`config.mk`:
```
export PLATFORM = sky130hd
export DESIGN_NAME = eerow_ctrl
export DESIGN_NICKNAME = d
export VERILOG_FILES = /design/src/rtl/eerow_pkg.sv /design/src/rtl/eerow_ctl.sv /design/src/rtl/eerow_row_latch.sv /design/src/rtl/eerow_cells.sv /design/src/rtl/eerow_ctrl.sv
export SDC_FILE = /design/constraint.sdc
export NUM_CORES = 1
export LEC_CHECK = 0
export BUFFER_PORTS_ARGS = -buffer_cell sky130_fd_sc_hd__buf_4
export CAP_MARGIN = 20
export CORE_ASPECT_RATIO = 1.75
export CORE_MARGIN = 3
export CORE_UTILIZATION = 25
export CTS_BUF_LIST = sky130_fd_sc_hd__clkbuf_8
export DETAILED_ROUTE_END_ITERATION = 8
export HOLD_SLACK_MARGIN = 0.08
export PLACE_DENSITY = 0.51
export SLEW_MARGIN = 10
export SYNTH_ARGS = -nofsm -noshare
export SYNTH_HDL_FRONTEND = slang
export SYNTH_SLANG_ARGS = --single-unit
```
`constraint.sdc`:
```
create_clock -name clk -period 11.5 [get_ports clk]
set_input_delay 3.45 -clock clk [delete_from_list [all_inputs] [get_ports clk]]
set_output_delay 3.45 -clock clk [all_outputs]
set_load 0.01 [all_outputs]
```
`src/rtl/eerow_pkg.sv`:
```
package eerow_pkg;
   localparam int CTL_STBY   = 6;
   localparam int CTL_START  = 3;
   localparam int CTL_RMODE  = 2;
   localparam int CTL_BUSY   = 1;
   localparam int CTL_EN     = 0;

   typedef struct packed {
      logic stby;
      logic en;
      logic rmode;
      logic start;
      logic busy;
   } ctl_state_t;
endpackage

```
`src/rtl/eerow_ctl.sv`:
```
module eerow_ctl
   import eerow_pkg::*;
#(
   parameter int PROG_CYCLES = 16
) (
   input  logic       clk,
   input  logic       rst_n,
   input  logic       reg_we,
   input  logic [7:0] reg_wdata,
   input  logic       byte_trig,
   output ctl_state_t st,
   output logic       arm,
   output logic       drop,
   output logic       commit,
   output logic [7:0] reg_rdata
);
   localparam int CNT_W = $clog2(PROG_CYCLES);
   localparam logic [CNT_W-1:0] CNT_LAST = CNT_W'(PROG_CYCLES - 1);

   logic             stby_q, en_q, rmode_q, start_q, busy_q;
   logic [CNT_W-1:0] cnt_q;
   logic             wr_ok, start_ok, launch;

   assign wr_ok    = reg_we && !busy_q;
   assign start_ok = wr_ok && reg_wdata[CTL_START] && en_q && rmode_q
                     && reg_wdata[CTL_RMODE] && reg_wdata[CTL_EN];
   assign arm      = wr_ok && reg_wdata[CTL_RMODE] && !rmode_q;
   assign drop     = wr_ok && !reg_wdata[CTL_RMODE] && rmode_q;
   assign commit   = busy_q && (cnt_q == '0);
   assign launch   = start_ok || byte_trig;

   always_ff @(posedge clk or negedge rst_n) begin
      if (!rst_n) begin
         stby_q  <= 1'b0;
         en_q    <= 1'b0;
         rmode_q <= 1'b0;
         start_q <= 1'b0;
         busy_q  <= 1'b0;
         cnt_q   <= '0;
      end else begin
         if (commit) begin
            busy_q  <= 1'b0;
            start_q <= 1'b0;
            rmode_q <= 1'b0;
         end else if (busy_q) begin
            cnt_q <= cnt_q - 1'b1;
         end
         if (wr_ok) begin
            stby_q  <= reg_wdata[CTL_STBY];
            en_q    <= reg_wdata[CTL_EN];
            rmode_q <= reg_wdata[CTL_RMODE];
            start_q <= start_ok;
         end
         if (launch) begin
            busy_q <= 1'b1;
            cnt_q  <= CNT_LAST;
         end
      end
   end

   assign st = '{stby: stby_q, en: en_q, rmode: rmode_q, start: start_q, busy: busy_q};

   always_comb begin
      reg_rdata = 8'h00;
      if (busy_q) begin
         reg_rdata[CTL_BUSY] = 1'b1;
      end else begin
         reg_rdata[CTL_STBY]  = stby_q;
         reg_rdata[CTL_START] = start_q;
         reg_rdata[CTL_RMODE] = rmode_q;
         reg_rdata[CTL_EN]    = en_q;
      end
   end
endmodule

```
`src/rtl/eerow_row_latch.sv`:
```
module eerow_row_latch #(
   parameter int ADDR_W = 6,
   parameter int SEL_W  = 3,
   parameter int DATA_W = 8,
   localparam int ROW_W = ADDR_W - SEL_W,
   localparam int ROWB  = 1 << SEL_W
) (
   input  logic                   clk,
   input  logic                   rst_n,
   input  logic                   clr,
   input  logic                   ld,
   input  logic [ADDR_W-1:0]      ld_addr,
   input  logic [DATA_W-1:0]      ld_data,
   output logic [ROW_W-1:0]       row_q,
   output logic                   row_valid,
   output logic [ROWB-1:0]        mask_q,
   output logic [ROWB*DATA_W-1:0] data_q
);
   logic [SEL_W-1:0] sel;
   assign sel = ld_addr[SEL_W-1:0];

   always_ff @(posedge clk or negedge rst_n) begin
      if (!rst_n) begin
         row_q     <= '0;
         row_valid <= 1'b0;
      end else begin
         if (clr) row_valid <= 1'b0;
         if (ld && (clr || !row_valid)) begin
            row_q     <= ld_addr[ADDR_W-1:SEL_W];
            row_valid <= 1'b1;
         end
      end
   end

   for (genvar g = 0; g < ROWB; g++) begin : g_slot
      localparam logic [SEL_W-1:0] SLOT = SEL_W'(g);
      logic hit;
      assign hit = ld && (sel == SLOT);
      always_ff @(posedge clk or negedge rst_n) begin
         if (!rst_n) begin
            mask_q[g]                    <= 1'b0;
            data_q[g*DATA_W +: DATA_W]   <= '0;
         end else if (hit) begin
            mask_q[g]                    <= 1'b1;
            data_q[g*DATA_W +: DATA_W]   <= ld_data;
         end else if (clr) begin
            mask_q[g]                    <= 1'b0;
         end
      end
   end
endmodule

```
`src/rtl/eerow_cells.sv`:
```
module eerow_cells #(
   parameter int               ADDR_W      = 6,
   parameter int               SEL_W       = 3,
   parameter int               DATA_W      = 8,
   parameter logic [DATA_W-1:0] ERASED     = '1,
   parameter bit               RESET_CELLS = 1'b1,
   localparam int ROW_W = ADDR_W - SEL_W,
   localparam int ROWB  = 1 << SEL_W,
   localparam int DEPTH = 1 << ADDR_W
) (
   input  logic                   clk,
   input  logic                   rst_n,
   input  logic                   commit,
   input  logic [ROW_W-1:0]       row,
   input  logic [ROWB-1:0]        mask,
   input  logic [ROWB*DATA_W-1:0] data,
   input  logic [ADDR_W-1:0]      rd_addr,
   output logic [DATA_W-1:0]      rd_data
);
   logic [DATA_W-1:0] cell_q [DEPTH];

   for (genvar c = 0; c < DEPTH; c++) begin : g_cell
      localparam logic [ROW_W-1:0] CROW = ROW_W'(c >> SEL_W);
      localparam int               CSEL = c % ROWB;
      logic              we;
      logic [DATA_W-1:0] q;
      assign we = commit && (row == CROW) && mask[CSEL];
      if (RESET_CELLS) begin : g_rst
         always_ff @(posedge clk or negedge rst_n) begin
            if (!rst_n)  q <= ERASED;
            else if (we) q <= data[CSEL*DATA_W +: DATA_W];
         end
      end else begin : g_norst
         always_ff @(posedge clk) begin
            if (we) q <= data[CSEL*DATA_W +: DATA_W];
         end
      end
      assign cell_q[c] = q;
   end

   assign rd_data = cell_q[rd_addr];
endmodule

```
`src/rtl/eerow_ctrl.sv`:
```
module eerow_ctrl
   import eerow_pkg::*;
#(
   parameter int                ADDR_W      = 6,
   parameter int                DATA_W      = 8,
   parameter int                SEL_W       = 3,
   parameter int                PROG_CYCLES = 16,
   parameter logic [DATA_W-1:0] ERASED      = '1,
   parameter bit                RESET_CELLS = 1'b1
) (
   input  logic              clk,
   input  logic              rst_n,
   input  logic [ADDR_W-1:0] mem_addr,
   input  logic [DATA_W-1:0] mem_wdata,
   input  logic              mem_we,
   input  logic              mem_re,
   output logic [DATA_W-1:0] mem_rdata,
   input  logic              reg_we,
   input  logic [7:0]        reg_wdata,
   output logic [7:0]        reg_rdata,
   output logic              row_err
);
   localparam int ROW_W = ADDR_W - SEL_W;
   localparam int ROWB  = 1 << SEL_W;

   if (PROG_CYCLES < 2) begin : g_bad_cycles
      $error("PROG_CYCLES must be at least 2");
   end
   if (SEL_W < 1 || SEL_W >= ADDR_W) begin : g_bad_sel
      $error("SEL_W must lie between 1 and ADDR_W-1");
   end
   if (ADDR_W > 10) begin : g_bad_addr
      $error("ADDR_W too large for a behavioural page");
   end

   ctl_state_t              st;
   logic                    arm, drop, commit;
   logic                    byte_trig, row_ld, ld, clr;
   logic                    mem_ok, off_row;
   logic [ROW_W-1:0]        row_q;
   logic                    row_valid;
   logic [ROWB-1:0]         mask_q;
   logic [ROWB*DATA_W-1:0]  data_q;
   logic [DATA_W-1:0]       cell_rd;
   logic                    busy_w, stby_w, rmode_w, start_w, en_w;

   assign mem_ok    = !st.busy && !st.stby;
   assign off_row   = st.rmode && row_valid && (mem_addr[ADDR_W-1:SEL_W] != row_q);
   assign byte_trig = mem_we && mem_ok && !st.rmode && st.en;
   assign row_ld    = mem_we && mem_ok && st.rmode && !off_row;
   assign ld        = byte_trig || row_ld;
   assign clr       = arm || drop || commit || byte_trig;

   eerow_ctl #(.PROG_CYCLES(PROG_CYCLES)) u_ctl (
      .clk       (clk),
      .rst_n     (rst_n),
      .reg_we    (reg_we),
      .reg_wdata (reg_wdata),
      .byte_trig (byte_trig),
      .st        (st),
      .arm       (arm),
      .drop      (drop),
      .commit    (commit),
      .reg_rdata (reg_rdata)
   );

   eerow_row_latch #(.ADDR_W(ADDR_W), .SEL_W(SEL_W), .DATA_W(DATA_W)) u_latch (
      .clk       (clk),
      .rst_n     (rst_n),
      .clr       (clr),
      .ld        (ld),
      .ld_addr   (mem_addr),
      .ld_data   (mem_wdata),
      .row_q     (row_q),
      .row_valid (row_valid),
      .mask_q    (mask_q),
      .data_q    (data_q)
   );

   eerow_cells #(
      .ADDR_W(ADDR_W), .SEL_W(SEL_W), .DATA_W(DATA_W),
      .ERASED(ERASED), .RESET_CELLS(RESET_CELLS)
   ) u_cells (
      .clk     (clk),
      .rst_n   (rst_n),
      .commit  (commit),
      .row     (row_q),
      .mask    (mask_q),
      .data    (data_q),
      .rd_addr (mem_addr),
      .rd_data (cell_rd)
   );

   always_ff @(posedge clk or negedge rst_n) begin
      if (!rst_n) row_err <= 1'b0;
      else        row_err <= mem_ok && (mem_we || mem_re) && off_row;
   end

   assign mem_rdata = (mem_re && mem_ok && !off_row) ? cell_rd : '0;

   assign busy_w  = st.busy;
   assign stby_w  = st.stby;
   assign rmode_w = st.rmode;
   assign start_w = st.start;
   assign en_w    = st.en;
endmodule

```
Yosys cells after proc, flatten, opt, wreduce, memory -nomap -nowiden
Cells that the tools add are included.
{"block": "totals", "regBits": 598, "input_bits": 27, "out_inout_bits": 17, "wordCells": 266}
{"block": "classes", "add_sub_neg": 1, "order_cmp": 1, "n_eq_ne": 16, "muxes": 25, "bitwise_logic": 1, "reduce_logical": 133}
{"operator": "logical AND 1 bit", "count": 104}
{"operator": "binary-select mux 8 bit (select 6 bit)", "count": 1}
{"operator": "equality test 3 bit, second input constant", "count": 8}
{"operator": "two-way mux 8 bit", "count": 3}
{"operator": "nonzero test 2 bit", "count": 12}
{"operator": "two-way mux 1 bit", "count": 17}
{"operator": "equality test 3 x 2 -> 1 bit, second input constant", "count": 4}
{"operator": "two-way mux 4 bit", "count": 3}
{"operator": ">= comparator 7 bit, second input constant", "count": 1}
{"operator": "logical OR 1 bit", "count": 7}
{"operator": "inverter 6 -> 7 bit", "count": 1}
{"operator": "equality test 3 x 1 -> 1 bit, second input constant", "count": 2}
{"operator": "zero test 1 bit", "count": 6}
{"operator": "zero test 3 bit", "count": 2}
{"operator": "zero test 4 bit", "count": 1}
{"operator": "subtractor 4 x 1 -> 4 bit, second input constant", "count": 1}
{"operator": "inequality test 3 bit", "count": 1}
{"operator": "two-way mux 2 bit", "count": 1}
{"operator": "inequality test 2 x 1 -> 1 bit, second input constant", "count": 1}
{"operator": "AND reduction 2 bit", "count": 1}

Logic depth before layout (Yosys ltp)
Gate-level depths: netlist of the first run.
{"block": "depth", "word_depth": 10, "mapped_depth": 9, "depth_no_buf": 7}

Cells and area by module
Synthesis of the first run repeated with hierarchy kept, for this count alone.
{"block": "hier_totals", "cells_unflattened": 1684, "hier_area_um2": 27446.3}
{"mod": "eerow_cells", "n_inst": 1, "cells_per_inst": 1416, "area_per_inst_um2": 23785.3, "seq_area_each_um2": 13452.9}
{"mod": "eerow_row_latch", "n_inst": 1, "cells_per_inst": 173, "area_per_inst_um2": 2887.8, "seq_area_each_um2": 1901.8}
{"mod": "eerow_ctl", "n_inst": 1, "cells_per_inst": 65, "area_per_inst_um2": 579.3, "seq_area_each_um2": 225.2}
{"mod": "eerow_ctrl", "n_inst": 1, "cells_per_inst": 30, "area_per_inst_um2": 193.9, "seq_area_each_um2": 25.0}

Least setup slack after synthesis of the first run
OpenSTA, ideal clock, no wires.
{"block": "synth_timing", "path_kind": "input to output", "start": "input mem_addr[0]", "end": "output mem_rdata[6]", "t_arrival_ps": 5245, "required_ps": 8050, "setup_slack_ps": 2805, "stages": 7, "path_buffers": 3, "path_cell_list": "buf_4 > buf_2 > buf_2 > mux4_2 > a221oi_1 > o22ai_1 > a21o_1"}
{"block": "synth_via", "elab_chain_cells": 5}
{"item": "start, declared", "line": "eerow_ctrl.sv:13", "source": "input logic [ADDR_W-1:0] mem_addr,"}
{"item": "inverter 6 -> 7 bit (not written as such)", "line": "eerow_cells.sv:41", "source": "assign rd_data = cell_q[rd_addr];"}
{"item": "binary-select mux 8 bit (select 6 bit)", "line": "eerow_cells.sv:41"}
{"item": "two-way mux 8 bit (not written as such) (2 in series)", "line": "eerow_cells.sv:41"}
{"item": "two-way mux 8 bit", "line": "eerow_ctrl.sv:99", "source": "assign mem_rdata = (mem_re && mem_ok && !off_row) ? cell_rd : '0;"}
{"item": "end, declared", "line": "eerow_ctrl.sv:17", "source": "output logic [DATA_W-1:0] mem_rdata,"}
No other way between the ends. The select of a mux whose other input is x is not followed.

Worst setup path after layout of the first run
{"block": "layout_timing", "start": "input mem_addr[0]", "end": "output mem_rdata[4]"}
Same word-level chain as after synthesis.

==> results of run 1 <==
## worst max-delay path, cell delays in order
cell                       delay, ns
sky130_fd_sc_hd__clkbuf_8       0.57
sky130_fd_sc_hd__buf_4          0.54
sky130_fd_sc_hd__mux4_2         0.30
sky130_fd_sc_hd__nand2b_1       0.10
sky130_fd_sc_hd__a21oi_1        0.09
sky130_fd_sc_hd__or4_1          0.58
sky130_fd_sc_hd__o22ai_1        0.33
sky130_fd_sc_hd__buf_4          0.20
## cells by family (layout without fill, tap and decap cells)
| group | count (synthesis) | after routing |
|---|---|---|
| compound gates | 100 | 100 |
| other cells | 1 | 7 |
| simple gates | 186 | 186 |
| buf+inv | 76 | 221 |
| flops | 598 | 598 |
| mux | 736 | 736 |
| fa+ha+maj | 2 | 2 |
| xor+xnor | 6 | 6 |
## power by group through the flow
stage                     Sequential [uW]  Combinational, uW  Clock (uW)
final                                2730                437        1910
after global routing                 2750                476        2060
after floorplan                      2450                328           0
after CTS                            2740                443        1970
after global placement               2760                422           0
after detailed placement             2770                441           0
## layout by cell type, fill, tap and decap left out, types with 16 or more instances in the layout
| master | count |
|---|---|
| sky130_fd_sc_hd__dfrtp_1 | 86 |
| sky130_fd_sc_hd__inv_1 | 29 |
| sky130_fd_sc_hd__mux2_1 | 16 |
| sky130_fd_sc_hd__clkbuf_8 | 116 |
| sky130_fd_sc_hd__mux4_2 | 106 |
| sky130_fd_sc_hd__mux2_4 | 16 |
| sky130_fd_sc_hd__mux2i_1 | 49 |
| sky130_fd_sc_hd__nand2_1 | 83 |
| sky130_fd_sc_hd__a221oi_1 | 16 |
| sky130_fd_sc_hd__buf_4 | 53 |
| sky130_fd_sc_hd__o22ai_1 | 25 |
| sky130_fd_sc_hd__mux2_2 | 549 |
| sky130_fd_sc_hd__dfstp_2 | 512 |
## through the flow
stage	power, uW	cells	util (%)	worst slack [ns]	hold WS (ns)
after floorplan	2775	1707	-	2.805	0.4416
after global placement	3180	3140	27.07	1.686	0.4637
after detailed placement	3211	3142	27.08	1.687	0.4790
after CTS	5150	3300	28.89	1.681	0.4941
after global routing	5290	3302	28.92	1.562	0.5080
final	5072	3305	28.92	1.745	0.4896
## area by class of cell
class | instances | share of cell area [%]
Tap cell | 1449 | 5.813
Multi-Input combinational cell | 1033 | 36.24
Clock buffer | 115 | 5.075
Clock inverter | 43 | 1.176
Antenna cell | 4 | 0.03210
Sequential cell | 598 | 50.04
Inverter | 4 | 0.04814
Timing Repair Buffer | 59 | 1.573
## worst paths after layout
path | startpoint | end | slack, ns | cells after the start
worst max-delay path | mem_addr[0] | mem_rdata[4] | 1.75 | 8
worst min-delay path | u_ctl.start_q$_DFFE_PN0P_ | u_ctl.start_q$_DFFE_PN0P_ | 0.49 | 1
worst max register to register | u_ctl.cnt_q[0]$_DFFE_PN0P_ | u_cells.g_cell[16].q[2]$_DFFE_PN1P_ | 8.42 | 7
worst min register to register | u_ctl.start_q$_DFFE_PN0P_ | u_ctl.start_q$_DFFE_PN0P_ | 0.49 | 1
max in group asynchronous | rst_n | u_latch.data_q[54]$_DFFE_PN0P_ | 6.81 | 2
min in group asynchronous | rst_n | u_latch.data_q[26]$_DFFE_PN0P_ | 2.85 | 1
## sequential cells by signal (all words and copies together), names as in the netlist
name               flops
u_ctl.stby_q           1
u_ctl.rmode_q          1
row_err                1
u_ctl.en_q             1
u_latch.row_q          3
u_latch.mask_q         8
u_ctl.busy_q           1
u_latch.row_valid      1
u_ctl.start_q          1
u_ctl.cnt_q            4
u_latch.data_q        64
u_cells.g_cell.q     512
## routing by layer
layer / wire [um] / track usage (%) / up-vias / part of all wire [%]
li1: - / - / 6580 / -
met1: 31610 / 16.12 / 8596 / 36
met2: 48800 / 29.35 / 384 / 55
met3: 2721 / 2.380 / 178 / 3.1
met4: 4875 / 8.298 / 0 / 5.5
met5: 0 / 0 / - / 0
==> run_results.csv, run 1 <==
group,metric,value,unit
run_status,outcome,"finished clean",
timing,finalSetupViolations,0,
place,place_hpwl,61.12,mm
finish,stdcell_area,31190,um^2
routing,dr.pass1.iters,6,
yosys,synth_top_flop_cell,"sky130_fd_sc_hd__dfstp_2",
power,power.static_leakage,0.01282,uW
die,placeableCoreArea,107800,um^2
clock_network,clk-insertion-delay-late,0.72,ns
finish,fillerInstances,10850,
setup_path,crit_path_end_kind,"primary output",
job,timing.max_cap.violations,0,
yosys,synth_top_cell_by_area,"sky130_fd_sc_hd__dfstp_2",
yosys,synth_xor_area_share,0.2199,%
clock_network,clk_pin_slew,0.06,ns
global_route,grt_antenna_before_repair,3,
timing,fin_crit_sh,84.82,%
routing,vias_per_cell,4.762,
clock_network,cts_buf_count,87,
timing,timing_max_transition_violations_final,0,
routing,totalWireLength,88.01,mm
yosys,ys_top_cells_by_count,"sky130_fd_sc_hd__mux2_2 (549), sky130_fd_sc_hd__dfstp_2 (512), sky130_fd_sc_hd__mux4_2 (106)",
yosys,postSynth.asyncResetShare,100.0,%
yosys,yosys.cell_types.count,62,
yosys,main_combinational_cell_family_by_area_after_synthesis,"multiplexers",
setup_path,data_arrival_critical_path,6.30,ns
timing,finalWorstPathRequiredPeriod,9.755,ns
finish,areaGrowthSynthToFinish,14.18,%
routing,dr_total_vias,15740,
clock_network,cts.sinks,598,
finish,fin_nets,1812,
clock_network,htree_num_levels,3,
timing,max_freq,102.5,MHz
power,p_int,3514,uW
routing,routed_wire_length_per_instance,26.63,um
yosys,synth.mux.area_fraction,34.71,%
clock_network,post_cts.resized_instances,0,
yosys,ys_top_cells_by_area,"sky130_fd_sc_hd__dfstp_2 (49%), sky130_fd_sc_hd__mux2_2 (23%), sky130_fd_sc_hd__mux4_2 (8.7%)",
power,switching_share,30.72,%
global_route,grt.total_usage,15.41,%
setup_path,setup.worst_path.start_class,"input port",
yosys,post_synth.cell_area_avg,16.02,um^2
routing,detail_route.iter0.violations,753,
min_path,hold_path_class,"reg2reg",
place,numPortBuffers,36,
finish,drive_gt1_share,75.32,%
yosys,share_of_the_synthesized_area_in_compound_gates_ao_oa_aoi_oai,2.799,%
power,comb_power_share,8.6,%
die,num_io_pins,44,
die,std_cell_rows,159,
setup_path,timing.setup.critical_path_class,"in2out",
power,power.ir.vdd_worst,0.06956,mV
clock_network,hold_buffers,0,
yosys,most_frequent_cell_after_synthesis,"sky130_fd_sc_hd__mux2_2",
yosys,synth-adder-area-share,0.09162,%
die,die_w,255.9,um
yosys,netlist_instances,1705,
place,place_area,29200,um^2
power,power_frac_clock,37.6,%
yosys,ys_warn_count,0,
global_route,grt_first_pass_wirelength,127.3,mm
power,power.density,162.7,nW/um^2
yosys,synth_area_in_simple_gates,3.523,%
yosys,synth_enable_flop_cells,0,
clock_network,clk_root_buffer_cell,"sky130_fd_sc_hd__clkbuf_8",
setup_path,worstPathMaxFanout,63,
power,net-switching-power,1558,uW
yosys,ys_seq_area_share,57.13,%
yosys,post-synth-top-area-fraction,49.25,%
power,seq_power_share,53.8,%
clock_network,cts_tree,"yes",
timing,worst_relative_slew_slack,19.74,%
die,dieArea,113400,um^2
timing,final-hold-violation-count,0,
clock_network,post_cts.repair.setup_buffers,0,
global_route,grt_start_max_net_pins,207,
die,initial_util,25.33,%
yosys,synth_area,27310,um^2
global_route,gr-total-overflow,0,
routing,post-route-drc-count,0,
global_route,via_count_of_the_first_global_routing_pass,17650,
timing,rsz_0062_raised_after_global_routing,"no",
timing,finClkSkew,0.02977,ns
finish,regArea,15610,um^2
timing,setup-tns-final,0,ns
place,routabilityCongestion,0.8195,
timing,transition_time_at_the_pin_with_the_least_slew_margin,1.204,ns
routing,postRouteAntennaNets,0,
yosys,synth-seq-cells,598,
clock_network,cts.path.max_buffers,3,
die,die_height,443.3,um
finish,multiInputGateArea,11300,um^2
setup_path,worst_ep_required_time,8.05,ns
Note: power is estimated with default switching activity, not from simulation.
==> run 2, diff against run 1 <==
--- a/config.mk
+++ b/config.mk
@@ -13,7 +13,7 @@
 export CTS_BUF_LIST = sky130_fd_sc_hd__clkbuf_8
 export DETAILED_ROUTE_END_ITERATION = 8
 export HOLD_SLACK_MARGIN = 0.08
-export PLACE_DENSITY = 0.51
+export PLACE_DENSITY = 0.52
 export SLEW_MARGIN = 10
 export SYNTH_ARGS = -nofsm -noshare
 export SYNTH_HDL_FRONTEND = slang
==> constraint.sdc (replaced) <==
create_clock -name clk -period 8.4 [get_ports clk]
set_input_delay 2.52 -clock clk [delete_from_list [all_inputs] [get_ports clk]]
set_output_delay 2.52 -clock clk [all_outputs]
set_load 0.01 [all_outputs]
==> run 2 against run 1 <==
Compared with the run above:
- register-to-register slack worse by 3.2 ns
- setup slack worse by 1.0 ns
- combinational power up 38%
- clock skew down 0.0029 ns
- hold slack worse by 0.0054 ns
- global-route usage down 0.30 points
- critical endpoint is now mem_rdata[7]
- highest routed layer is now met5
==> run_results.csv, run 2 (synthesis results as in run 1) <==
group,metric,value,unit
setup_path,crit_path_end_kind,"primary output",
setup_path,timing.critical_path.max_delay_family,"multiplexers",
routing,vias_per_cell,4.776,
finish,stdcell_area,31120,um^2
die,die_w,255.9,um
timing,rsz_0062_raised_after_global_routing,"no",
finish,reg_top3,"u_cells.g_cell.q (512), u_latch.data_q (64), u_latch.mask_q (8)",
die,initial_util,25.33,%
routing,routed_wire_length_per_instance,26.13,um
die,die_height,443.3,um
power,power.ir.vdd_worst,0.1009,mV
die,num_io_pins,44,
timing,whs,0.4842,ns
clock_network,clk_root_buffer_cell,"sky130_fd_sc_hd__clkbuf_8",
timing,finalSetupViolations,0,
die,placeableCoreArea,107800,um^2
finish,fin_nets,1818,
place,place_area,29340,um^2
power,power.density,214.2,nW/um^2
setup_path,slowest_stage,"sky130_fd_sc_hd__mux4_2",
setup_path,cp.buffers_inverters,2,
finish,drive_gt1_share,75.08,%
place,numPortBuffers,36,
finish,instances_no_fill,3306,
finish,layout_common_cells,"sky130_fd_sc_hd__mux2_2 (549), sky130_fd_sc_hd__dfstp_2 (512), sky130_fd_sc_hd__clkbuf_8 (114)",
timing,setup-tns-final,0,ns
timing,finalWorstPathRequiredPeriod,7.656,ns
setup_path,setup.worst_path.start_class,"input port",
die,std_cell_rows,159,
run_status,outcome,"finished clean",
place,routabilityCongestion,0.7915,
setup_path,timing.reg2reg.setup_slack,5.26,ns
timing,final-hold-violation-count,0,
clock_network,cts.path.max_buffers,3,
timing,fin_crit_sh,91.15,%
setup_path,worstPathMaxFanout,38,
clock_network,htree_num_levels,3,
timing,transition_time_at_the_pin_with_the_least_slew_margin,1.020,ns
clock_network,cts_buf_count,87,
min_path,hold_path_class,"reg2reg",
clock_network,hold_buffers,0,
clock_network,clk_pin_slew,0.06,ns
die,dieArea,113400,um^2
global_route,grt_first_pass_wirelength,125.4,mm
clock_network,post_cts.repair.setup_buffers,0,
global_route,grt_antenna_before_repair,5,
timing,max_freq,130.6,MHz
setup_path,worst_ep_required_time,5.88,ns
routing,postRouteAntennaNets,0,
finish,post-route-util,28.87,%
global_route,gr-total-overflow,0,
routing,dr_total_vias,15790,
finish,most_flops_register,"u_cells.g_cell.q",
clock_network,clk-insertion-delay-late,0.70,ns
setup_path,worstPathCellList,"clkbuf_8 > mux4_2 > mux2i_1 > nor3b_1 > o41ai_1 > a21oi_1 > buf_4",
global_route,via_count_of_the_first_global_routing_pass,17610,
timing,finClkSkew,0.02683,ns
finish,final_common_cell,"sky130_fd_sc_hd__mux2_2",
routing,dr.pass1.iters,5,
routing,detail_route.iter0.violations,910,
power,power.static_leakage,0.01281,uW
setup_path,timing.setup.critical_path_class,"in2out",
global_route,grt_start_max_net_pins,126,
routing,post-route-drc-count,0,
finish,areaGrowthSynthToFinish,13.95,%
clock_network,post_cts.resized_instances,0,
setup_path,crit_path_max_incr_delay,0.58,ns
finish,largest_register_ffs,512,
routing,totalWireLength,86.40,mm
timing,worst_relative_slew_slack,31.76,%
place,place_hpwl,61.81,mm
clock_network,cts.sinks,598,
clock_network,cts_tree,"yes",
timing,timing_max_transition_violations_final,0,
job,timing.max_cap.violations,0,
setup_path,data_arrival_critical_path,5.14,ns
global_route,grt.total_usage,15.12,%
place,placed_cells_incl_taps,3148,
run 2: changes by cell type in the layout (fill, tap and decap cells not counted), sizes merged:
cell	before	now
inv	30	34
clkinv	8	9
clkinvlp	2	1
clkbuf	116	114
bufinv	7	1
buf	58	64
diode	4	3
run 2: worst reg2reg max path, stage by stage, from the launching register on:
cell                       delay (ns)
sky130_fd_sc_hd__dfrtp_1         0.42
sky130_fd_sc_hd__inv_1           0.10
sky130_fd_sc_hd__ha_1            0.16
sky130_fd_sc_hd__and4bb_1        0.44
sky130_fd_sc_hd__nand2b_1        0.20
sky130_fd_sc_hd__nor2_1          0.56
sky130_fd_sc_hd__nand2_1         0.68
sky130_fd_sc_hd__mux2_2          0.49
run 2: layout make-up:
| cell class | instances | area, um^2 |
|---|---|---|
| fill | 10850 | 76700 |
| sequential | 598 | 15610 |
| multi-input combinational | 1033 | 11310 |
| tap | 1449 | 1813 |
| clock buffer | 113 | 1555 |
| timing repair buffer | 65 | 625.6 |
| clock inverter | 41 | 193.9 |
| inverter | 4 | 15.01 |
| antenna | 3 | 7.507 |
run 2: path summary, 6_finish.rpt:
kind                            cells after the start                       start                             endpoint
min in group asynchronous                           1                       rst_n       u_latch.data_q[18]$_DFFE_PN0P_
worst max register to register                      7  u_ctl.cnt_q[0]$_DFFE_PN0P_  u_cells.g_cell[33].q[5]$_DFFE_PN1P_
max in group asynchronous                           2                       rst_n       u_latch.data_q[44]$_DFFE_PN0P_
worst min register to register                      1   u_ctl.start_q$_DFFE_PN0P_            u_ctl.start_q$_DFFE_PN0P_
worst max-delay path                                7                 mem_addr[0]                         mem_rdata[7]
worst min-delay path                                1   u_ctl.start_q$_DFFE_PN0P_            u_ctl.start_q$_DFFE_PN0P_
run 2: power breakdown:
group / internal (uW) / switching (uW)
Combinational: 294 / 310
Clock: 1230 / 1140
Sequential: 3090 / 600
run 2: stage by stage:
step / worst slack (ns) / power, uW
final: 0.7437 / 6666
after global routing: 0.6288 / 6956
after CTS: 0.6471 / 6759
after detailed placement: 0.6324 / 4350
after global placement: 0.6408 / 4315
after floorplan: 1.565 / 3800
run 2: metal layers:
layer | global-route usage (%) | vias to the layer above | part of all wire, %
li1 | - | 6561 | -
met1 | 15.57 | 8637 | 35
met2 | 29.10 | 411 | 56
met3 | 2.368 | 177 | 3.5
met4 | 8.017 | 2 | 5.3
met5 | 0 | - | 0.017
